File: src/rtl/serial_scan.sv
module serial_scan #(
  parameter int DATA_W     = 32,
  parameter int ADDR_W     = 12,
  parameter int FIRST_PAIR = 254,
  parameter int LAST_PAIR  = 2
) (
  input  logic              clk,
  input  logic              rst_n,
  input  logic              start_i,
  output logic              busy_o,
  output logic              done_o,
  output logic              found_o,
  output logic              err_o,
  output logic [DATA_W-1:0] serial_o,
  output logic              rd_req_o,
  output logic [ADDR_W-1:0] rd_addr_o,
  input  logic              rd_ack_i,
  input  logic              rd_err_i,
  input  logic [DATA_W-1:0] rd_data_i
);

  localparam logic [ADDR_W-1:0] FIRST = ADDR_W'(FIRST_PAIR);
  localparam logic [ADDR_W-1:0] LAST  = ADDR_W'(LAST_PAIR);
  localparam logic [ADDR_W-1:0] STEP  = ADDR_W'(2);
  localparam logic [ADDR_W-1:0] TOP   = ADDR_W'(FIRST_PAIR + 1);

  typedef enum logic [1:0] {S_IDLE, S_VAL, S_CMP} st_t;

  st_t               st;
  logic [ADDR_W-1:0] idx;
  logic [DATA_W-1:0] val_q;

  assign busy_o    = (st != S_IDLE);
  assign rd_req_o  = busy_o;
  assign rd_addr_o = (st == S_CMP) ? idx + ADDR_W'(1) : idx;

  wire take    = rd_req_o & rd_ack_i;
  wire pair_ok = (val_q == ~rd_data_i);
  wire at_last = (idx == LAST);

  always_ff @(posedge clk) begin
    if (!rst_n) begin
      st       <= S_IDLE;
      idx      <= '0;
      val_q    <= '0;
      done_o   <= 1'b0;
      found_o  <= 1'b0;
      err_o    <= 1'b0;
      serial_o <= '0;
    end else begin
      done_o <= 1'b0;
      unique case (st)
        S_IDLE: if (start_i) begin
          idx      <= FIRST;
          found_o  <= 1'b0;
          err_o    <= 1'b0;
          serial_o <= '0;
          st       <= S_VAL;
        end
        S_VAL: if (take) begin
          if (rd_err_i) begin
            err_o  <= 1'b1;
            done_o <= 1'b1;
            st     <= S_IDLE;
          end else begin
            val_q <= rd_data_i;
            st    <= S_CMP;
          end
        end
        S_CMP: if (take) begin
          if (rd_err_i) begin
            err_o  <= 1'b1;
            done_o <= 1'b1;
            st     <= S_IDLE;
          end else if (pair_ok) begin
            serial_o <= val_q;
            found_o  <= 1'b1;
            done_o   <= 1'b1;
            st       <= S_IDLE;
          end else if (at_last) begin
            serial_o <= val_q;
            done_o   <= 1'b1;
            st       <= S_IDLE;
          end else begin
            idx <= idx - STEP;
            st  <= S_VAL;
          end
        end
        default: st <= S_IDLE;
      endcase
    end
  end


  req_hold_chk: assert property (@(posedge clk) disable iff (!rst_n)
    rd_req_o && !rd_ack_i |=> rd_req_o && $stable(rd_addr_o));


  addr_range_chk: assert property (@(posedge clk) disable iff (!rst_n)
    rd_req_o |-> rd_addr_o <= TOP);


  low_pair_skip_chk: assert property (@(posedge clk) disable iff (!rst_n)
    rd_req_o |-> rd_addr_o >= LAST);


  err_excl_chk: assert property (@(posedge clk) disable iff (!rst_n)
    done_o |-> !(err_o && found_o));


  done_pulse_chk: assert property (@(posedge clk) disable iff (!rst_n)
    done_o |=> !done_o);


  done_idle_chk: assert property (@(posedge clk) disable iff (!rst_n)
    done_o |-> !busy_o && !rd_req_o);


  err_serial_chk: assert property (@(posedge clk) disable iff (!rst_n)
    $rose(err_o) |-> serial_o == '0);

endmodule

File: config.mk
export PLATFORM = sky130hd
export DESIGN_NAME = serial_scan
export DESIGN_NICKNAME = d
export VERILOG_FILES = /design/src/rtl/serial_scan.sv
export SDC_FILE = /design/constraint.sdc
export NUM_CORES = 1
export LEC_CHECK = 0
export BUFFER_PORTS_ARGS = -buffer_cell sky130_fd_sc_hd__buf_2
export CORE_ASPECT_RATIO = 0.9
export CORE_MARGIN = 2
export CORE_UTILIZATION = 50
export CTS_BUF_LIST = sky130_fd_sc_hd__clkbuf_2 sky130_fd_sc_hd__clkbuf_4 sky130_fd_sc_hd__clkbuf_8
export DETAILED_ROUTE_END_ITERATION = 8
export GPL_TIMING_DRIVEN = 0
export PLACE_DENSITY = 0.78
export REMOVE_ABC_BUFFERS = 1
export SYNTH_ARGS = -nofsm -noshare
export SYNTH_HDL_FRONTEND = slang
export SYNTH_SLANG_ARGS = --single-unit
File: constraint.sdc
create_clock -name clk -period 1.85 [get_ports clk]
set_clock_uncertainty 0.1 [all_clocks]
set_input_delay 0.0925 -clock clk [delete_from_list [all_inputs] [get_ports clk]]
set_output_delay 0.0925 -clock clk [all_outputs]
set_load 0.01 [all_outputs]
==> qor.txt, run 1 <==
Post-synthesis mux area share: 0.265%
DRT Pass-1 Iters: 6
Vias/cell: 6.39
Reg2reg path depth: 8
Avg Synthesized Cell Area: 8.70 um2
Min cycle time layout: 2.22 ns
Synth Register Bits: 80
CP max stage delay: 0.34 ns
Leakage: 0.00236 uW
Crit path max-delay cell type: dfxtp_2
Pin count of the biggest net entering global routing: 52
Failing checks: setup timing
Die Wd: 95.6 um
GPL Wtd Cong: 0.848
Total Wirelength: 14.9 mm
Routed Antenna Nets: 0
Post-DP HPWL: 5.95 mm
Post-synth cell types: 50
Status: complete, but fails checks
Starting Density: 50.8%
Hold crit path type: primary input to flop
Cell Int Power: 2690 uW
# diodes: 0
Net Sw Frac: 32.9%
RSZ-0062 raised after global routing: true
Reg-to-reg slack, setup: -0.37 ns
PnR worst setup slack: -0.374 ns
Layout Cells excl Fill: 687
Number of buffers created by CTS: 9
CTS tree: done
GRT Resource Usage Total: 33.6%
R2R Path End: serial_o[16]
# fillers: 458
Drt wl/cell: 21.7 um
Final Setup Violations: 46
Peak VDD IR: 0.517 mV
Final net count: 628
Later-pin clock latency in the skew report: 0.36 ns
Core area: 7430 um2
Yosys warning count: 0
Gate Count Post-Synth: 434
Initial antenna violation count: 0
Net switching power figure: 1320 uW
EDFF count, synth: 0
Ports: 86
Crit-path max FO: 6
Layout cell share with drive strength beyond 1: 40.3%
Pins over their slew limit: 0
Clock Pin Slew Worst Setup and Hold Paths: 0.09 ns
Grt total ovfl: 0
Residual DRC: 0
Slew @ Worst Pin: 0.990 ns
Xor-xnor portion of the synthesized cell area: 7.42%
CP top delay family: simple AND/OR/NAND/NOR gates
Fraction of registers with async set/reset: 0%
Top cell type's share of synthesized area: 42.4%
RR Startpoint: val_q[14]
Synth area leader: dfxtp_1
Final hold violation count: 0
Clk sink count: 80
Via count: 4390
Register share of total power: 46.2%
Max Cap Viol: 0
Top FF cell, synth: dfxtp_1
Worst Setup End Kind: flop
PD cells: 719 nW/um2
Clock Root Buffer: clkbuf_8
Fmax: 0.450 GHz
Synth area leaders: dfxtp_1 (42%), nand2_1 (7.6%), xor2_1 (7.4%), a21oi_1 (6.6%), a22o_1 (4.9%)
Period utilization: 120%
Buffers & Inverters on Critical Path: 2
Final Util: 75.1%
Hold Path End: st[0]
CP arrival: 2.38 ns
Setup crit start kind: flop
# port buffers: 85
Crit path kind: flop to flop
Clock Tree Buf Depth: 2
Vias in the first global route: 4087
First-pass GRT wire length: 21.1 mm
Total Power: 4010 uW
WP data required: 2.00 ns
Syn Std Cell Area: 3780 um2
Worst hold stages: 3
Hold_sp: rd_err_i
Num rows: 30
Die ar.: 8270 um2
Relative slew slack: 33.9%
Worst path cell trace: xor2_1 -> nand4_1 -> nor4_4 -> buf_6 -> and2_4 -> buf_12 -> o32ai_4 -> a22o_1
Sequential cell area fraction in the yosys report: 42.4%
Comb power frac: 22.3%
Simple-gate area share of the yosys netlist: 18.3%
P&R area growth vs syn: 47.7%
Largest family of logic cells by synthesized area: compound AO/OA/AOI/OAI gates
Post-synthesis compound-gate area fraction: 22.7%
Die height: 86.5 um
Placed Cells: 573
Clock Power Share: 31.5%
Iteration-0 DRC count of the detailed router: 540
Number of H-tree levels: 3
Post-synthesis adder-cell area fraction: 1.66%
sequential cells by signal (all words and copies together), names as in the netlist:
name and cells:
val_q 32, idx 11, err_o 1, st 2
found_o 1, done_o 1, serial_o 32
how the worst max path moves through the flow:
stage	start	cells past startpoint	slack [ns]	end
2_1_floorplan	val_q[5]	6	-0.79	serial_o[10]
3_5_place_dp	val_q[12]	6	-1.37	serial_o[20]
3_3_place_gp	st[0]	6	-1.55	serial_o[13]
4_1_cts	val_q[8]	8	-0.23	serial_o[23]
5_1_grt	val_q[12]	8	-0.43	idx[8]
6_report	val_q[14]	8	-0.37	serial_o[16]
synth_stat cells (8+ instances only):
library cell / number
a21oi_1: 50
a22o_1: 21
a2bb2oi_1: 12
clkbuf_1: 27
dfxtp_1: 80
inv_1: 8
nand2_1: 76
nand3_1: 14
nand4_1: 8
nor2_1: 8
o211ai_1: 13
xor2_1: 32
cell type report:
cell class	instances	area (um2)	share of cell area (%)
multi-input cells	313	2320	41.6
flip-flops and latches	80	1640	29.4
repair buffers	173	1270	22.8
clock buffers	10	138	2.47
well taps	96	120	2.15
clock inverters	6	50.0	0.897
inverters	9	37.5	0.673
placed cells by master (no fill, tap or decap), drive strengths merged, types with 2 or more instances in the layout:
cell type and instances:
nor2 8, xor2 32, a22o 21, inv 11
nor3 5, o21ai 6, or4 2, a2bb2oi 12
o41ai 2, o31ai 2, nor2b 3, nand2b 3
or3 7, clkinvlp 3, o211ai 13, nand3 14
and3b 2, nand4 8, a211oi 3, o32ai 3
nand3b 3, a21oi 50, clkbuf 10, nand2 76
buf 139, dlygate4sd3 34, ha 5, dfxtp 80
nor4 5, a31oi 7, and2 6
layer usage:
metal | up-vias | GRT usage [%] | wire length (um)
met5 | - | 0 | 0
li1 | 1863 | - | -
met2 | 333 | 54.6 | 7020
met3 | 91 | 9.91 | 1540
met1 | 2103 | 39.8 | 5530
met4 | 0 | 18.1 | 803
power by group through the flow:
stage / Sequential [uW] / Combinational [uW] / Clock [uW]
CTS: 1840 / 793 / 1230
finish: 1850 / 895 / 1260
detailed placement: 1880 / 553 / 0
global route: 1860 / 945 / 1330
floorplan: 1880 / 336 / 0
global placement: 1870 / 529 / 0
worst reg2reg max path, stage by stage (launching register included):
cell and delay [ns]:
dfxtp_2 0.34, xor2_1 0.18, nand4_1 0.18, nor4_4 0.31, buf_6 0.19, and2_4 0.22, buf_12 0.14, o32ai_4 0.14
a22o_1 0.31
logic make-up (layout without fill, tap and decap cells):
logic type | count (synthesis) | in the layout
simple gates | 141 | 148
compound gates | 124 | 127
flops | 80 | 80
buf+inv | 51 | 198
xor+xnor | 32 | 32
fa+ha+maj | 5 | 5
mux | 1 | 1
per-stage QoR:
step	setup WS (ns)	setup TNS, ns	area [um2]	hold WS [ns]
final	-0.374	-11.94	5580	0.0440
after global routing	-0.425	-15.63	5580	0.0537
after CTS	-0.233	-7.39	5400	0.0316
after detailed placement	-1.37	-76.05	4100	0.259
after global placement	-1.55	-83.38	4080	0.250
after floorplan	-0.786	-35.88	3540	0.109
repair_timing:
| action | 4_1_cts | 5_1_grt |
|---|---|---|
| cloned | 11 | 0 |
| setup buffers | 42 | 11 |
| pin swaps | 39 | 22 |
| hold endpoints to repair | 36 | 0 |
| gates resized for setup | 73 | 27 |
| hold buffers | 34 | 0 |
| endpoints found under the setup margin | 80 | 68 |
Note: power is estimated with default switching activity, not from simulation.
==> run 2, diff against run 1 <==
RECOVER_POWER = 50   (was unset)
==> run 2 against run 1 <==
The run still ends with setup timing left; non-clock buffer count unchanged; combinational power down 0.7%; register-to-register slack about the same; critical path depth unchanged; count of clock-buffer cells in the layout unchanged; global-route usage unchanged; sequential power about the same; clock power about the same; cell area down 0.92%; total power up 0.30%; highest routed layer unchanged.
==> qor.txt, run 2 (synthesis results as in run 1) <==
Die height: 86.5 um (unchanged)
Worst Setup End Kind: flop
WP data required: 1.99 ns (about the same)
Clk sink count: 80 (unchanged)
Min cycle time layout: 2.22 ns (-0.00420 ns)
Num rows: 30 (unchanged)
# diodes: 0 (unchanged)
Number of H-tree levels: 3 (unchanged)
CP arrival: 2.36 ns (-0.02 ns)
Final instance area: 5530 um2 (-0.92%)
Total Wirelength: 15.0 mm (+0.52%)
First-pass GRT wire length: 21.1 mm (unchanged)
CP top delay family: simple AND/OR/NAND/NOR gates
Core area: 7430 um2 (unchanged)
Drt wl/cell: 21.8 um (+0.52%)
Final Setup Violations: 46 (unchanged)
RSZ-0062 raised after global routing: true
Final net count: 628 (unchanged)
Later-pin clock latency in the skew report: 0.37 ns (about the same)
CTS tree: done
Max Cap Viol: 0 (unchanged)
Placed Cells: 573 (unchanged)
P&R area growth vs syn: 46.4%
Hold crit path type: primary input to flop
Leakage: 0.00218 uW (-7.6%)
Peak VDD IR: 0.526 mV (+1.8%)
Initial antenna violation count: 0 (unchanged)
# port buffers: 85 (unchanged)
Grt total ovfl: 0 (unchanged)
Clock Pin Slew Worst Setup and Hold Paths: 0.10 ns (about the same)
DRT Pass-1 Iters: 8 (+2)
Pins over their slew limit: 0 (unchanged)
# fillers: 484 (+5.7%)
Hold Slack: 0.0345 ns (-0.00945 ns)
Failing checks: setup timing
Residual DRC: 0 (unchanged)
Die Wd: 95.6 um (unchanged)
GPL Wtd Cong: 0.848 (unchanged)
Relative slew slack: 33.5% (-0.37 points)
Starting Density: 50.8% (unchanged)
Crit path kind: flop to flop
Crit-path max FO: 5 (-1)
Iteration-0 DRC count of the detailed router: 514 (-4.8%)
Die ar.: 8270 um2 (unchanged)
Layout Cells excl Fill: 687 (unchanged)
Vias in the first global route: 4087 (unchanged)
Setup crit start kind: flop
Clock Tree Buf Depth: 2 (unchanged)
Via count: 4394 (+0.091%)
Post-DP HPWL: 5.95 mm (unchanged)
Routed Antenna Nets: 0 (unchanged)
Most frequent cells in the layout: nand2_1 (73), dfxtp_1 (50), a21oi_1 (48), buf_2 (45), buf_4 (42)
PnR worst setup slack: -0.370 ns (+0.00420 ns)
PD cells: 728 nW/um2 (+1.2%)
Number of buffers created by CTS: 9 (unchanged)
Fmax: 0.450 GHz (+0.19%)
Ports: 86 (unchanged)
Setup_tns: -12.06 ns (-0.121 ns)
Period utilization: 120% (-0.23 points)
Reg-to-reg slack, setup: -0.37 ns (about the same)
Commonest non-fill, non-tap cell in the layout: nand2_1
Regs by FF count: serial_o (32), val_q (32), idx (11)
Clock Root Buffer: clkbuf_8
Vias/cell: 6.40 (about the same)
Pin count of the biggest net entering global routing: 52 (unchanged)
CP dominant cell by count: buf_6
GRT Resource Usage Total: 33.6% (unchanged)
Final hold violation count: 0 (unchanged)
Placed Area: 4100 um2 (unchanged)
Layout cell share with drive strength beyond 1: 33.3% (-6.9 points)
Worst path cell trace: xor2_2 -> nand4_1 -> nor4_4 -> buf_6 -> and2_4 -> buf_6 -> nor3_2 -> or3_1
CP max stage delay: 0.38 ns (+0.04 ns)
Crit path max-delay cell type: dfxtp_2
Buffers & Inverters on Critical Path: 2 (unchanged)
Status: complete, but fails checks
Slew @ Worst Pin: 0.997 ns (+0.00697 ns)
[run 2: changes by cell type in the layout (fill, tap and decap cells not counted)]
cell	before	now
buf_2	86	45
clkbuf_1	0	41
[run 2: repair_timing]
action | in CTS | in global routing
endpoints found under the setup margin | 80 | 68
hold buffers | 34 | 0
pin swaps | 39 | 22
setup buffers | 42 | 11
resized for setup | 73 | 27
cloned | 11 | 0
hold endpoints to repair | 36 | 0
[run 2: area by class of cell]
| type | count | area [um2] | area share [%] |
|---|---|---|---|
| inverter | 9 | 37.5 | 0.679 |
| timing repair buffer | 173 | 1220 | 22.0 |
| multi-input combinational | 313 | 2320 | 42.0 |
| sequential | 80 | 1640 | 29.7 |
| clock buffer | 10 | 138 | 2.49 |
| clock inverter | 6 | 50.0 | 0.905 |
| tap | 96 | 120 | 2.17 |
[run 2: through the flow]
step | worst slack, ns | total power [uW] | util, %
6_report | -0.370 | 4030 | 74.4
3_3_place_gp | -1.55 | 2400 | 54.9
4_1_cts | -0.233 | 3870 | 72.7
3_5_place_dp | -1.37 | 2430 | 55.2
5_1_grt | -0.425 | 4130 | 74.4
2_1_floorplan | -0.786 | 2210 | -
[run 2: where the power goes]
| part | total (uW) | internal, uW | switching (uW) |
|---|---|---|---|
| Combinational | 889 | 373 | 516 |
| Clock | 1280 | 541 | 739 |
| Sequential | 1860 | 1780 | 80.4 |
[run 2: layer usage]
layer / vias to the layer above / share of wire, % / global-route usage [%]
li1: 1862 / - / -
met4: 0 / 6.0 / 18.1
met2: 356 / 46 / 54.6
met1: 2079 / 37 / 39.8
met5: - / 0 / 0
met3: 97 / 11 / 9.91
[run 2: worst paths after layout]
check	start	cells after the start	endpoint
setup / recovery	val_q[12]	8	idx[8]
hold / removal	rd_err_i	3	st[0]
setup reg to reg	val_q[12]	8	idx[8]
hold reg to reg	val_q[1]	2	val_q[1]
[run 2: worst min-delay path, cell delays in order]
cell	delay [ns]
buf_2	0.17
or4_1	0.14
a31oi_1	0.07
==> run 3, diff against run 2 <==
BUFFER_PORTS_ARGS = -buffer_cell sky130_fd_sc_hd__buf_4   (was -buffer_cell sky130_fd_sc_hd__buf_2)
==> run 3 against run 2 <==
Total power up 9.8%; combinational power up 17%; core utilization up 4.3 points; non-clock buffer count up 3; hold slack worse by 0.013 ns; the flow still finishes with violations (setup timing); flip-flop and latch count unchanged.
==> qor.txt, run 3 (synthesis results as in run 1) <==
Crit path max-delay cell type: nor4_4
Worst path cell trace: xor2_1 -> nand4_1 -> nor4_4 -> buf_4 -> nand2_8 -> a211oi_4 -> buf_6 -> a22o_1
Num rows: 30 (unchanged)
First-pass GRT wire length: 20.6 mm (-2.5%)
Residual DRC: 0 (unchanged)
Leakage: 0.00232 uW (+6.3%)
Hold_sp: rd_err_i
Failing checks: setup timing
RSZ-0062 raised after global routing: true
# fillers: 452 (-6.6%)
Iteration-0 DRC count of the detailed router: 658 (+28%)
Layout cell share with drive strength beyond 1: 36.2% (+2.9 points)
Fmax: 0.431 GHz (-4.4%)
Grt total ovfl: 0 (unchanged)
# port buffers: 85 (unchanged)
Clock Pin Slew Worst Setup and Hold Paths: 0.09 ns (about the same)
Crit path kind: flop to flop
Die Wd: 95.6 um (unchanged)
Die ar.: 8270 um2 (unchanged)
CTS tree: done
Cell Int Power: 3010 uW (+12%)
Ports: 86 (unchanged)
Later-pin clock latency in the skew report: 0.37 ns (about the same)
Die height: 86.5 um (unchanged)
Crit-path max FO: 6 (+1)
Starting Density: 50.8% (unchanged)
Core area: 7430 um2 (unchanged)
WP data required: 2.06 ns (+0.07 ns)
Final net count: 633 (+0.80%)
Clock Root Buffer: clkbuf_8
Clock Power Share: 34.1% (+2.3 points)
Clk sink count: 80 (unchanged)
Initial antenna violation count: 0 (unchanged)
Number of buffers created by CTS: 9 (unchanged)
Final Setup Violations: 54 (+17%)
RR Startpoint: val_q[6]
Total Wirelength: 16.2 mm (+8.5%)
Pin count of the biggest net entering global routing: 51 (-1.9%)
Worst Setup SP: val_q[6]
Post-DP HPWL: 6.03 mm (+1.4%)
Number of H-tree levels: 3 (unchanged)
Comb power frac: 23.5% (+1.4 points)
Via count: 4532 (+3.1%)
CP max stage delay: 0.42 ns (+0.04 ns)
Reg2reg path depth: 8 (unchanged)
GRT Resource Usage Total: 32.6% (-0.96 points)
DRT Pass-1 Iters: 7 (-1)
Slew @ Worst Pin: 0.966 ns (-0.0312 ns)
Dpl ws: -1.36 ns (+0.00233 ns)
P&R area growth vs syn: 54.8%
Setup crit start kind: flop
CP top delay family: simple AND/OR/NAND/NOR gates
Status: complete, but fails checks
Hold crit path type: primary input to flop
CP arrival: 2.53 ns (+0.17 ns)
Final hold violation count: 0 (unchanged)
Vias/cell: 6.55 (+2.4%)
PnR worst setup slack: -0.471 ns (-0.101 ns)
Register share of total power: 42.4% (-3.7 points)
Drt wl/cell: 23.5 um (+7.7%)
Levels on crit path: 8 (unchanged)
Net Sw Frac: 31.9% (-1.2 points)
GPL Wtd Cong: 0.868 (+2.4%)
Min cycle time layout: 2.32 ns (+0.101 ns)
Net switching power figure: 1410 uW (+5.7%)
Relative slew slack: 35.5% (+2.0 points)
Hold Slack: 0.0213 ns (-0.0132 ns)
Vias in the first global route: 4022 (-1.6%)
Placed Cells: 573 (unchanged)
Worst Setup End Kind: flop
Regs by FF count: serial_o (32), val_q (32), idx (11)
Clock Tree Buf Depth: 2 (unchanged)
Max Cap Viol: 0 (unchanged)
Most frequent cells in the layout: buf_4 (86), nand2_1 (73), dfxtp_1 (53), a21oi_1 (46), dlygate4sd3_1 (35)
Worst hold stages: 3 (unchanged)
Commonest non-fill, non-tap cell in the layout: buf_4
Layout Cells excl Fill: 692 (+0.73%)
# diodes: 0 (unchanged)
Buffers & Inverters on Critical Path: 2 (unchanged)
Peak VDD IR: 0.720 mV (+37%)
PD cells: 756 nW/um2 (+3.8%)
Reg-to-reg slack, setup: -0.47 ns (-0.10 ns)
Routed Antenna Nets: 0 (unchanged)
Pins over their slew limit: 0 (unchanged)
Period utilization: 125% (+5.5 points)
==> run 3: path summary, 6_finish.rpt <==
kind | to
max | serial_o[15]
max reg2reg | serial_o[15]
min reg2reg | val_q[22]
min | st[0]
==> run 3: layout make-up <==
class | instances | area, um2 | area share, %
Inverter | 9 | 42.5 | 0.728
Timing Repair Buffer | 176 | 1430 | 24.4
Tap cell | 96 | 120 | 2.05
Clock buffer | 9 | 124 | 2.12
Multi-Input combinational cell | 315 | 2390 | 40.9
Sequential cell | 80 | 1640 | 28.1
Clock inverter | 7 | 101 | 1.73
==> run 3: metrics by stage <==
| stage | setup TNS, ns | utilization, % | instance area [um2] | power [uW] |
|---|---|---|---|---|
| final | -17.76 | 78.7 | 5850 | 4420 |
| after global routing | -21.57 | 78.7 | 5850 | 4520 |
| after CTS | -5.85 | 75.4 | 5600 | 4180 |
| after detailed placement | -77.32 | 58.0 | 4310 | 2480 |
| after global placement | -83.81 | 57.8 | 4300 | 2450 |
| after floorplan | -35.88 | - | 3540 | 2210 |
==> run 3: power by group through the flow <==
stage               Clock, uW  Combinational [uW]  Sequential (uW)
floorplan                   0                 336             1880
finish                   1510                1040             1870
global route             1560                1080             1880
CTS                      1480                 847             1850
global placement            0                 576             1880
detailed placement          0                 597             1880
==> run 3: tightest hold or removal path, cell delays in order <==
cell,delay [ns]
buf_4,0.15
or4_1,0.13
a31oi_1,0.08
==> run 3: what timing repair did <==
item / CTS / global route
buffers inserted: 43 / 13
gates cloned: 10 / 2
setup endpoints to repair: 80 / 79
hold endpoints to repair: 38 / 5
hold buffers: 31 / 4
pin swaps: 66 / 41
resized for setup: 85 / 46
==> run 3: per-layer routing <==
metal,routed length (um),vias to the layer above,GRT usage (%)
li1,-,1871,-
met3,1930,129,8.35
met2,7340,424,52.6
met4,1190,0,17.4
met1,5780,2108,39.9
met5,0,-,0
